<file path="src/rtl/rtc_pkg.sv">
package rtc_pkg;
  localparam int NFLD   = 8;
  localparam int FLD_W  = 12;
  localparam int ADDR_W = 8;
  localparam int BUS_W  = 32;

  typedef logic [NFLD-1:0][FLD_W-1:0] fields_t;

  localparam int F_SEC  = 0;
  localparam int F_MIN  = 1;
  localparam int F_HOUR = 2;
  localparam int F_DOM  = 3;
  localparam int F_DOW  = 4;
  localparam int F_DOY  = 5;
  localparam int F_MON  = 6;
  localparam int F_YEAR = 7;

  localparam logic [ADDR_W-1:0] A_FLAG = 8'h00;
  localparam logic [ADDR_W-1:0] A_CTRL = 8'h08;
  localparam logic [ADDR_W-1:0] A_PEND = 8'h0C;
  localparam logic [ADDR_W-1:0] A_MASK = 8'h10;
  localparam logic [ADDR_W-1:0] A_PK0  = 8'h14;
  localparam logic [ADDR_W-1:0] A_PK1  = 8'h18;
  localparam logic [ADDR_W-1:0] A_PK2  = 8'h1C;
  localparam logic [ADDR_W-1:0] A_CAL  = 8'h40;
  localparam logic [2:0] REGION_FLD = 3'b001;
  localparam logic [2:0] REGION_ALM = 3'b011;

  function automatic logic [FLD_W-1:0] fld_mask(input int idx);
    case (idx)
      F_SEC, F_MIN:  return 12'h03F;
      F_HOUR, F_DOM: return 12'h01F;
      F_DOW:         return 12'h007;
      F_MON:         return 12'h00F;
      default:       return 12'hFFF;
    endcase
  endfunction

  function automatic logic [4:0] month_days(input logic [3:0] mon, input logic [FLD_W-1:0] yr);
    case (mon)
      4'd2:                    return (yr[1:0] == 2'b00) ? 5'd29 : 5'd28;
      4'd4, 4'd6, 4'd9, 4'd11: return 5'd30;
      default:                 return 5'd31;
    endcase
  endfunction
endpackage

</file>
<file path="src/rtl/rtc_divider.sv">
module rtc_divider #(
  parameter int DIV   = 32768,
  parameter int CAL_W = 17
) (
  input  logic             clk,
  input  logic             rst_n,
  input  logic             run,
  input  logic             hold,
  input  logic             cal_en,
  input  logic             cal_back,
  input  logic [CAL_W-1:0] cal_cnt,
  output logic             tick
);
  localparam int DW = (DIV > 2) ? $clog2(DIV) : 1;
  localparam logic [DW-1:0] LAST = DW'(DIV - 1);

  logic [DW-1:0]    div_q, div_d;
  logic [CAL_W-1:0] cal_q, cal_d;
  logic             extra_q, extra_d;
  logic             raw, cal_act, cal_hit, div_en, cal_upd;

  always_comb begin
    raw     = run && !hold && (div_q == LAST);
    cal_act = cal_en && (cal_cnt != '0);
    cal_hit = raw && cal_act && (cal_q >= (cal_cnt - 1'b1));
    div_en  = run || hold;
    div_d   = hold ? '0 : (raw ? '0 : div_q + 1'b1);
    cal_upd = hold || !cal_act || raw;
    if (hold || !cal_act) cal_d = '0;
    else                  cal_d = cal_hit ? '0 : cal_q + 1'b1;
    extra_d = cal_hit && !cal_back;
    tick    = (raw && !(cal_hit && cal_back)) || extra_q;
  end

  always_ff @(posedge clk or negedge rst_n) begin
    if (!rst_n) begin
      div_q   <= '0;
      cal_q   <= '0;
      extra_q <= 1'b0;
    end else begin
      if (div_en)  div_q <= div_d;
      if (cal_upd) cal_q <= cal_d;
      extra_q <= extra_d;
    end
  end

  // an inserted tick always follows a prescaler tick by one clock
  a_r8_extra_follows_raw: assert property (@(posedge clk) disable iff (!rst_n)
    (tick && !raw) |-> $past(raw));
  // prescaler ticks are never back to back
  a_r2_tick_spacing: assert property (@(posedge clk) disable iff (!rst_n)
    raw |=> !raw);
endmodule

</file>
<file path="src/rtl/rtc_calendar.sv">
module rtc_calendar
  import rtc_pkg::*;
(
  input  logic             clk,
  input  logic             rst_n,
  input  logic             adv,
  input  logic             wr_en,
  input  logic [2:0]       wr_idx,
  input  logic [FLD_W-1:0] wr_val,
  output fields_t          fld,
  output logic [NFLD-1:0]  changed
);
  fields_t    nxt;
  logic       s_w, m_w, h_w, d_w, mo_w, upd;
  logic [4:0] dim;

  always_comb begin
    nxt  = fld;
    s_w  = fld[F_SEC]  >= 12'd59;
    m_w  = fld[F_MIN]  >= 12'd59;
    h_w  = fld[F_HOUR] >= 12'd23;
    dim  = month_days(fld[F_MON][3:0], fld[F_YEAR]);
    d_w  = fld[F_DOM]  >= {7'd0, dim};
    mo_w = fld[F_MON]  >= 12'd12;
    if (adv) begin
      nxt[F_SEC] = s_w ? '0 : fld[F_SEC] + 12'd1;
      if (s_w) begin
        nxt[F_MIN] = m_w ? '0 : fld[F_MIN] + 12'd1;
        if (m_w) begin
          nxt[F_HOUR] = h_w ? '0 : fld[F_HOUR] + 12'd1;
          if (h_w) begin
            nxt[F_DOW] = (fld[F_DOW] >= 12'd6) ? '0 : fld[F_DOW] + 12'd1;
            nxt[F_DOM] = d_w ? 12'd1 : fld[F_DOM] + 12'd1;
            nxt[F_DOY] = (d_w && mo_w) ? 12'd1 : fld[F_DOY] + 12'd1;
            if (d_w) begin
              nxt[F_MON] = mo_w ? 12'd1 : fld[F_MON] + 12'd1;
              if (mo_w) nxt[F_YEAR] = fld[F_YEAR] + 12'd1;
            end
          end
        end
      end
    end
    if (wr_en) nxt[wr_idx] = wr_val & fld_mask(int'(wr_idx));
    for (int i = 0; i < NFLD; i++) changed[i] = adv && (nxt[i] != fld[i]);
    upd = adv || wr_en;
  end

  always_ff @(posedge clk or negedge rst_n) begin
    if (!rst_n) begin
      fld         <= '0;
      fld[F_DOM]  <= 12'd1;
      fld[F_DOY]  <= 12'd1;
      fld[F_MON]  <= 12'd1;
    end else if (upd) begin
      fld <= nxt;
    end
  end

  // seconds wrap to zero after 59
  a_r3_sec_wrap: assert property (@(posedge clk) disable iff (!rst_n)
    (adv && !wr_en && fld[F_SEC] >= 12'd59) |=> fld[F_SEC] == 12'd0);
  // seconds step by one below 59
  a_r3_sec_step: assert property (@(posedge clk) disable iff (!rst_n)
    (adv && !wr_en && fld[F_SEC] < 12'd59) |=> fld[F_SEC] == $past(fld[F_SEC]) + 12'd1);
  // end of month returns day of month to 1
  a_r4_dom_wrap: assert property (@(posedge clk) disable iff (!rst_n)
    (adv && !wr_en && s_w && m_w && h_w && d_w) |=> fld[F_DOM] == 12'd1);
  // a written value is what the field holds next
  a_r6_write_wins: assert property (@(posedge clk) disable iff (!rst_n)
    wr_en |=> fld[$past(wr_idx)] == ($past(wr_val) & fld_mask(int'($past(wr_idx)))));
endmodule

</file>
<file path="src/rtl/rtc_events.sv">
module rtc_events
  import rtc_pkg::*;
(
  input  logic            clk,
  input  logic            rst_n,
  input  logic            adv,
  input  logic [NFLD-1:0] changed,
  input  fields_t         fld,
  input  fields_t         alm,
  input  logic [NFLD-1:0] mask,
  input  logic            pend_wr,
  input  logic            flag_wr,
  input  logic [NFLD-1:0] wdata,
  output logic [NFLD-1:0] pend,
  output logic [1:0]      flags,
  output logic            irq
);
  logic            cmp_q, match, pend_en, flag_en;
  logic [NFLD-1:0] hit, pend_d;
  logic [1:0]      flags_d;

  always_comb begin
    for (int i = 0; i < NFLD; i++) hit[i] = mask[i] || (fld[i] == alm[i]);
    match   = cmp_q && (&hit) && (mask != {NFLD{1'b1}});
    pend_d  = (pend_wr ? wdata : pend) | changed;
    pend_en = pend_wr || (|changed);
    flags_d = (flags & ~(flag_wr ? wdata[1:0] : 2'b00)) | {match, adv};
    flag_en = flag_wr || match || adv;
    irq     = (|pend) || flags[1];
  end

  always_ff @(posedge clk or negedge rst_n) begin
    if (!rst_n) begin
      cmp_q <= 1'b0;
      pend  <= '0;
      flags <= '0;
    end else begin
      cmp_q <= adv;
      if (pend_en) pend  <= pend_d;
      if (flag_en) flags <= flags_d;
    end
  end

  // the alarm flag rises only in the clock after a tick
  a_r9_alarm_after_tick: assert property (@(posedge clk) disable iff (!rst_n)
    $rose(flags[1]) |-> $past(cmp_q));
  // a full mask never lets the alarm fire
  a_r10_full_mask_off: assert property (@(posedge clk) disable iff (!rst_n)
    $rose(flags[1]) |-> $past(mask) != {NFLD{1'b1}});
  // writing zero empties the pending word when nothing advances
  a_r11_zero_clears: assert property (@(posedge clk) disable iff (!rst_n)
    (pend_wr && wdata == '0 && !adv) |=> pend == '0);
endmodule

</file>
<file path="src/rtl/cal_rtc.sv">
module cal_rtc
  import rtc_pkg::*;
#(
  parameter int DIV_CYCLES = 32768,
  parameter int CAL_W      = 17
) (
  input  logic              clk,
  input  logic              rst_n,
  input  logic              bus_sel,
  input  logic              bus_wr,
  input  logic [ADDR_W-1:0] bus_addr,
  input  logic [BUS_W-1:0]  bus_wdata,
  output logic [BUS_W-1:0]  bus_rdata,
  output logic              irq
);
  logic [1:0]      rs_q;
  logic            rst_i;
  logic            run_q, hold_q, caloff_q;
  logic [NFLD-1:0] mask_q;
  fields_t         alm_q, fld;
  logic [CAL_W:0]  cal_q;
  logic            we, cnt_wr, alm_wr, tick, adv;
  logic [NFLD-1:0] changed, pend;
  logic [1:0]      flags;

  always_ff @(posedge clk or negedge rst_n) begin
    if (!rst_n) rs_q <= '0;
    else        rs_q <= {rs_q[0], 1'b1};
  end
  assign rst_i = rs_q[1];

  always_comb begin
    we     = bus_sel && bus_wr;
    cnt_wr = we && (bus_addr[7:5] == REGION_FLD);
    alm_wr = we && (bus_addr[7:5] == REGION_ALM);
    adv    = tick && !cnt_wr;
  end

  always_ff @(posedge clk or negedge rst_i) begin
    if (!rst_i) begin
      run_q    <= 1'b0;
      hold_q   <= 1'b0;
      caloff_q <= 1'b0;
      mask_q   <= '1;
      alm_q    <= '0;
      cal_q    <= '0;
    end else begin
      if (we && bus_addr == A_CTRL) begin
        run_q    <= bus_wdata[0];
        hold_q   <= bus_wdata[1];
        caloff_q <= bus_wdata[4];
      end
      if (we && bus_addr == A_MASK) mask_q <= bus_wdata[NFLD-1:0];
      if (we && bus_addr == A_CAL)  cal_q  <= bus_wdata[CAL_W:0];
      if (alm_wr) alm_q[bus_addr[4:2]] <= bus_wdata[FLD_W-1:0] & fld_mask(int'(bus_addr[4:2]));
    end
  end

  rtc_divider #(.DIV(DIV_CYCLES), .CAL_W(CAL_W)) u_div (
    .clk(clk), .rst_n(rst_i), .run(run_q), .hold(hold_q), .cal_en(!caloff_q),
    .cal_back(cal_q[CAL_W]), .cal_cnt(cal_q[CAL_W-1:0]), .tick(tick)
  );

  rtc_calendar u_cal (
    .clk(clk), .rst_n(rst_i), .adv(adv), .wr_en(cnt_wr), .wr_idx(bus_addr[4:2]),
    .wr_val(bus_wdata[FLD_W-1:0]), .fld(fld), .changed(changed)
  );

  rtc_events u_evt (
    .clk(clk), .rst_n(rst_i), .adv(adv), .changed(changed), .fld(fld), .alm(alm_q),
    .mask(mask_q), .pend_wr(we && bus_addr == A_PEND), .flag_wr(we && bus_addr == A_FLAG),
    .wdata(bus_wdata[NFLD-1:0]), .pend(pend), .flags(flags), .irq(irq)
  );

  always_comb begin
    bus_rdata = '0;
    if (bus_addr[7:5] == REGION_FLD) begin
      bus_rdata[FLD_W-1:0] = fld[bus_addr[4:2]];
    end else if (bus_addr[7:5] == REGION_ALM) begin
      bus_rdata[FLD_W-1:0] = alm_q[bus_addr[4:2]];
    end else begin
      case (bus_addr)
        A_FLAG: bus_rdata[1:0] = flags;
        A_CTRL: begin
          bus_rdata[0] = run_q;
          bus_rdata[1] = hold_q;
          bus_rdata[4] = caloff_q;
        end
        A_PEND: bus_rdata[NFLD-1:0] = pend;
        A_MASK: bus_rdata[NFLD-1:0] = mask_q;
        A_PK0:  bus_rdata = {5'd0, fld[F_DOW][2:0], 3'd0, fld[F_HOUR][4:0],
                             2'd0, fld[F_MIN][5:0], 2'd0, fld[F_SEC][5:0]};
        A_PK1:  bus_rdata = {4'd0, fld[F_YEAR], 4'd0, fld[F_MON][3:0], 3'd0, fld[F_DOM][4:0]};
        A_PK2:  bus_rdata = {20'd0, fld[F_DOY]};
        A_CAL:  bus_rdata[CAL_W:0] = cal_q;
        default: bus_rdata = '0;
      endcase
    end
  end
endmodule

</file>
<file path="config.mk">
export PLATFORM = sky130hd
export DESIGN_NAME = cal_rtc
export DESIGN_NICKNAME = d
export VERILOG_FILES = /design/src/rtl/rtc_pkg.sv /design/src/rtl/rtc_divider.sv /design/src/rtl/rtc_calendar.sv /design/src/rtl/rtc_events.sv /design/src/rtl/cal_rtc.sv
export SDC_FILE = /design/constraint.sdc
export NUM_CORES = 1
export LEC_CHECK = 0
export ABC_AREA = 1
export ABC_CLOCK_PERIOD_IN_PS = 24400
export CAP_MARGIN = 10
export CORE_MARGIN = 10
export CORE_UTILIZATION = 46
export DETAILED_ROUTE_END_ITERATION = 16
export GPL_TIMING_DRIVEN = 0
export PLACE_DENSITY = 0.61
export REMOVE_ABC_BUFFERS = 1
export SLEW_MARGIN = 15
export SYNTH_ARGS = -nofsm -noshare
export SYNTH_HDL_FRONTEND = slang
export SYNTH_SLANG_ARGS = --single-unit
export TNS_END_PERCENT = 10
</file>
<file path="constraint.sdc">
create_clock -name clk -period 24.4 [get_ports clk]
set_input_delay 4.88 -clock clk [delete_from_list [all_inputs] [get_ports clk]]
set_output_delay 4.88 -clock clk [all_outputs]
set_load 0.005 [all_outputs]
</file>
Word-level counts from Yosys, hierarchy flattened
Cells that the tools add are included.
- add/subtract/negate cells: 11
- $mul: 0
- divide/modulo/power cells: 0
- order comparisons: 9
- equal/unequal tests: 37
- shifts and indexed selects: 0
- multiplexer cells: 43
- bitwise operators: 6
- reductions and logical operators: 62
- operators by type and width (cell ; count):
    $bwmux 96 ; 2
    $mux 96 ; 2
    $mux 12 ; 15
    $add 12x1->12 const B ; 8
    $eq 12x12->1 ; 8
    $ne 12x12->1 ; 8
    $mux 84 ; 1
    $bmux 12 s3 ; 2
    $mux 72 ; 1
    $mux 60 ; 1
    $pmux 12 s4 ; 1
    $pmux 10 s4 ; 1
    $demux 12 s3 ; 1
    $mux 17 ; 2
    $eq 8x5->1 const B ; 4
    $mux 15 ; 2
    $logic_and 1x1->1 ; 29
    $and 12x12->12 ; 2
    $ge 12x6->1 const B ; 2
    $mux 24 ; 1
    $mux 20 ; 1
    $pmux 10 s2 ; 1
    $add 17x1->17 const B ; 1
    $ge 17x17->1 ; 1
    41 further kinds ; 71
- bits in registers: 267
- latch bits: 0
- RAM bits: 0
- bits in read-only memories: 0
- bits of input ports: 44
- logic and storage cells: 196
- memories: 0

Depth between registers and ports, before layout
- depth in word-level cells: 17
- depth in mapped cells: 32
- mapped depth without buffers: 30

Modules after synthesis
A second synthesis with hierarchy kept.
- cell total of the unflattened synthesis: 2869
- area total of the unflattened synthesis: 19202.2 µm²
- by module, submodules not included (module ; instances ; cells each ; area an instance (µm²) ; seq. area each (µm²)):
    cal_rtc ; 1 ; 1035 ; 7219.4 ; 3188.1
    rtc_calendar ; 1 ; 1080 ; 7194.4 ; 2406.1
    rtc_divider ; 1 ; 394 ; 2821.5 ; 825.8
    rtc_events ; 1 ; 360 ; 1966.9 ; 275.3

Worst setup path after synthesis
OpenSTA, ideal clock, no wires.
- path type: input-to-output
- start: input port bus_addr[7]
- end: output port bus_rdata[2]
- arrival: 6212 ps
- required time: 19520 ps
- setup slack: 13308 ps
- cell stages on the path: 10
- buffers on the path: 1
- cell sequence: nor2_1 > inv_1 > nor3_1 > inv_1 > nor3_2 > inv_1 > clkbuf_1 > nor2_1 > a2111oi_0 > nand3_1
- word-level cells in the longest chain between the ends: 4
- elaborated cells on any way between the ends: 11
- classes of those cells: eq/ne (8); mux (3)
- RTL lines (element ; RTL line ; source):
    start, declared ; cal_rtc.sv:11 ; input logic [ADDR_W-1:0] bus_addr,
    $eq 8x7->1, or another cell as far along ; cal_rtc.sv:82 ; case (bus_addr)
    $pmux 2 s6 ; cal_rtc.sv:82 ;
    $mux 12 ; cal_rtc.sv:79 ; end else if (bus_addr[7:5] == REGION_ALM) begin
    $mux 12 (*) ; cal_rtc.sv:77 ; if (bus_addr[7:5] == REGION_FLD) begin
    end, declared ; cal_rtc.sv:13 ; output logic [BUS_W-1:0] bus_rdata,
Mark *: on every way between the ends. The rest lies on a longest branch, timed or not.

Worst setup path after layout
- start: input port bus_addr[3]
- end: output port bus_rdata[3]
- word-level cells in the longest chain between the ends: 4
- elaborated cells on any way between the ends: 13
- classes of those cells: eq/ne (6); mux (7)
- RTL lines (element ; RTL line):
    $eq 8x7->1, or another cell as far along ; cal_rtc.sv:82
    $pmux 2 s6 or $mux 12 (tied branches) ; cal_rtc.sv:82, cal_rtc.sv:80
    $mux 12 ; cal_rtc.sv:79
    $mux 12 (*) ; cal_rtc.sv:77
Mark *: on every way between the ends. The rest lies on a longest branch, timed or not. The select of a mux whose other input is x is not followed.

==> results.ini <==
[layout]
area_growth_pct = 12.8
layout-drive-gt1-share = 0.0739
final.fill_count = 3305
final_common_cell = nand2_1
fin_nets = 2194
layout.cells.most_common_list = 394 x nand2_1, 283 x inv_1, 255 x dfrtp_1

[run_status]
outcome = complete, no violations

[global_routing]
grt-busiest-layer = met2
grtUsageTotal = 0.277
antenna_found_initial = 2
gr-usage-met3 = 0.0640
grt_overflow = 0
grt_pass1_wl_um = 93900
grt_start_max_net_pins = 60
grt_pass1_vias = 15200
met1_usage = 0.378
globalRouteMet2Util = 0.417

[timing]
fmax_mhz = 68.2
slew-limit-headroom = 0.104
rsz0062_at_grt = false
hold_viol_final = 0
report.final.slew_viol_count = 0
period_minus_slack_ns = 14.67
finalSetupViolCount = 0
skew_ns = 0.0330
tightest_slew_ns = 1.31
fin_crit_sh = 0.601
fin_setup_tns_ns = 0

[critical_path]
crit_path_end_kind = primary output
timing.rr.start = cal_q[0]
rr_endpoint = u_cal.fld[5]
crit_required_ns = 19.52
crit_buf_inv = 5
crit_path_top_delay_cell = a2111oi_0
crit_family = buffers and inverters
r2r_cells = 24
max_stage_delay_ns = 1.05
crit_path_max_fanout = 21
crit_chain = clkdlybuf4s50_1 -> inv_1 -> nor2_4 -> buf_16 -> inv_1 -> nor2_1 -> nand2_1 -> o22ai_1 -> a2111oi_0 -> nand3_1 -> clkdlybuf4s50_1
rrSetupSlack_ns = 19.43
critical_path_class = in -> out
critPathArrivalTime_ns = 9.79
startpoint_type = input port

[detailed_routing]
drt_iter0_drc = 1879
ant_nets = 0
drc = 0
dr.pass1.iters = 9
wire_per_inst_um = 24.0
avgViaCountPerCell = 6.05
num_vias = 15700
wl_um = 62300

[logic_synthesis]
synth_top_area_frac = 0.392
synth_edf_count = 0
ys.warnings.count = 0
synth_flop_cell = dfrtp_1
synth_seq_area_share = 0.410
synth_area_leader_cell = dfrtp_1
synth_seq_cells = 267
netlist_area_um2 = 16300
synth.area.top_cells = dfrtp_1 39%, nand2_1 9.1%, inv_1 6.5%, o21ai_0 4.8%, xor2_1 4.0%
ys_types = 59
syn_area_per_cell_um2 = 7.79
netlist_instances = 2097
synthArstFlopShare = 1.00

[job]
maxCapViolCount = 0

[clock_network]
htreeDepth = 2
cts_made_buffers = 34
cts_buffer_depth = 3
clk_latency_ns = 0.55
cts_hold_buf = 0
cts_sinks = 267
post_cts_resized = 0
clk_pin_slew_ns = 0.06
tritoncts = yes
cts_setup_buffers = 0
cts_root_buffer = clkbuf_16

[pwr]
p_leak_nw = 8.41
sw_frac_of_total = 0.314
p_sw_w = 0.000394
p_per_area_nw_per_um2 = 68.1
p_total_w = 0.00125
p_clk_frac = 0.407
power.internal_w = 0.000860
pwr-share-comb = 0.172
peakVddDrop_mv = 0.0578
seq_power_share = 0.421

[floorplan]
core_um2 = 34800
rows = 68
floorplan.initialDensity = 0.469
die_h_um = 208
dieArea_um2 = 43400
dieWidth_um = 208
io_pins = 77

[worst_hold_path]
hp-class = reg -> async

[placement]
routabilityCongestion = 1.01
numPortBuffers = 58
hpwl_um = 45600

[worst max-delay path by stage]
stage / from / end / cells after the start
final: bus_addr[3] / bus_rdata[3] / 11
after global routing: bus_addr[3] / bus_rdata[3] / 11
after CTS: bus_addr[3] / bus_rdata[3] / 11
after detailed placement: bus_addr[3] / bus_rdata[3] / 11
after global placement: bus_addr[3] / bus_rdata[9] / 10
after floorplan: bus_addr[3] / bus_rdata[4] / 8
[state kept, by name, indices dropped and copies added, names as in the netlist]
name	count
u_evt.cmp_q	1
rs_q	2
alm_q	96
u_evt.pend	8
u_div.extra_q	1
hold_q	1
mask_q	8
u_div.div_q	15
cal_q	18
caloff_q	1
u_evt.flags	2
u_cal.fld	96
run_q	1
u_div.cal_q	17
[worst register-to-register path, cell delays in order, from the launching register on]
cell and delay [ns]:
dfrtp_1 0.38, inv_1 0.18, ha_1 0.23, nand2_2 0.10, nor4_1 0.61, nand2_1 0.14
xor2_1 0.18, ha_1 0.29, nand2_1 0.09, inv_1 0.04, nand2_1 0.05, nand2_1 0.04
nand2_1 0.05, nand2_1 0.06, nor2_1 0.09, nand2_1 0.13, nand3_2 0.09, nand2_2 0.10
nand2_4 0.19, nand2_2 0.50, nor2_4 0.62, inv_2 0.24, nand2_2 0.20, o21bai_1 0.12
o21ai_0 0.09
[metrics by stage]
step | hold slack (ns) | area [um2] | setup WS, ns | utilization | cells
floorplan | 0.331 | 15900 | 12.21 | - | 2012
global placement | 0.336 | 17100 | 8.08 | 0.491 | 2525
detailed placement | 0.260 | 17300 | 10.24 | 0.497 | 2534
CTS | 0.265 | 18400 | 10.22 | 0.529 | 2592
global route | 0.286 | 18400 | 9.92 | 0.529 | 2593
finish | 0.248 | 18400 | 9.73 | 0.529 | 2593
[power by group through the flow]
stage | logic, W | registers [W] | clock network, W
after global placement | 0.000196 | 0.000540 | 0
after floorplan | 0.000138 | 0.000524 | 0
final | 0.000216 | 0.000528 | 0.000511
after CTS | 0.000212 | 0.000526 | 0.000515
after global routing | 0.000238 | 0.000531 | 0.000533
after detailed placement | 0.000211 | 0.000533 | 0
[routing by layer]
layer	up-vias	part of all wire	routed length (um)
met5	-	0.0011	70
met4	2	0.043	2650
met3	176	0.10	6260
met2	825	0.44	27100
met1	7599	0.42	26200
li1	7090	-	-
[Yosys cell counts, drive strengths merged (3+ instances only)]
library cell    n
dfrtp         256
or2             3
inv           306
clkinv          4
nor4           19
mux2            6
a221oi         15
nand3          97
a21oi          74
nand4          45
nor3           58
and3            4
dfstp          11
o311ai          8
o22ai          68
xor2           74
nor2          165
nand2         409
buf            27
ha             35
a22oi          25
xnor2          51
a31oi           5
o2111ai        21
o211ai         29
o221ai          7
o41ai           9
clkbuf         61
a211oi         17
o21ai         168
[area by class of cell]
cell class	instances	area, um2	share of cell area
Antenna cell	1	2.50	0.000136
Timing Repair Buffer	67	771	0.0419
Sequential cell	267	6700	0.364
Clock inverter	12	118	0.00639
Tap cell	455	569	0.0309
Multi-Input combinational cell	1435	8110	0.440
Inverter	310	1160	0.0632
Clock buffer	46	987	0.0536
[cell families (layout without fill, tap and decap cells)]
family,count (synthesis),count (layout),share of synthesized area
compound gates,459,459,0.174
xor+xnor,125,125,0.0670
fa+ha+maj,35,35,0.0268
buf+inv,398,435,0.0959
flops,267,267,0.410
mux,6,6,0.00414
other cells,2,6,0.000460
simple gates,805,805,0.222
No activity file was read; power rests on OpenSTA's default activity.
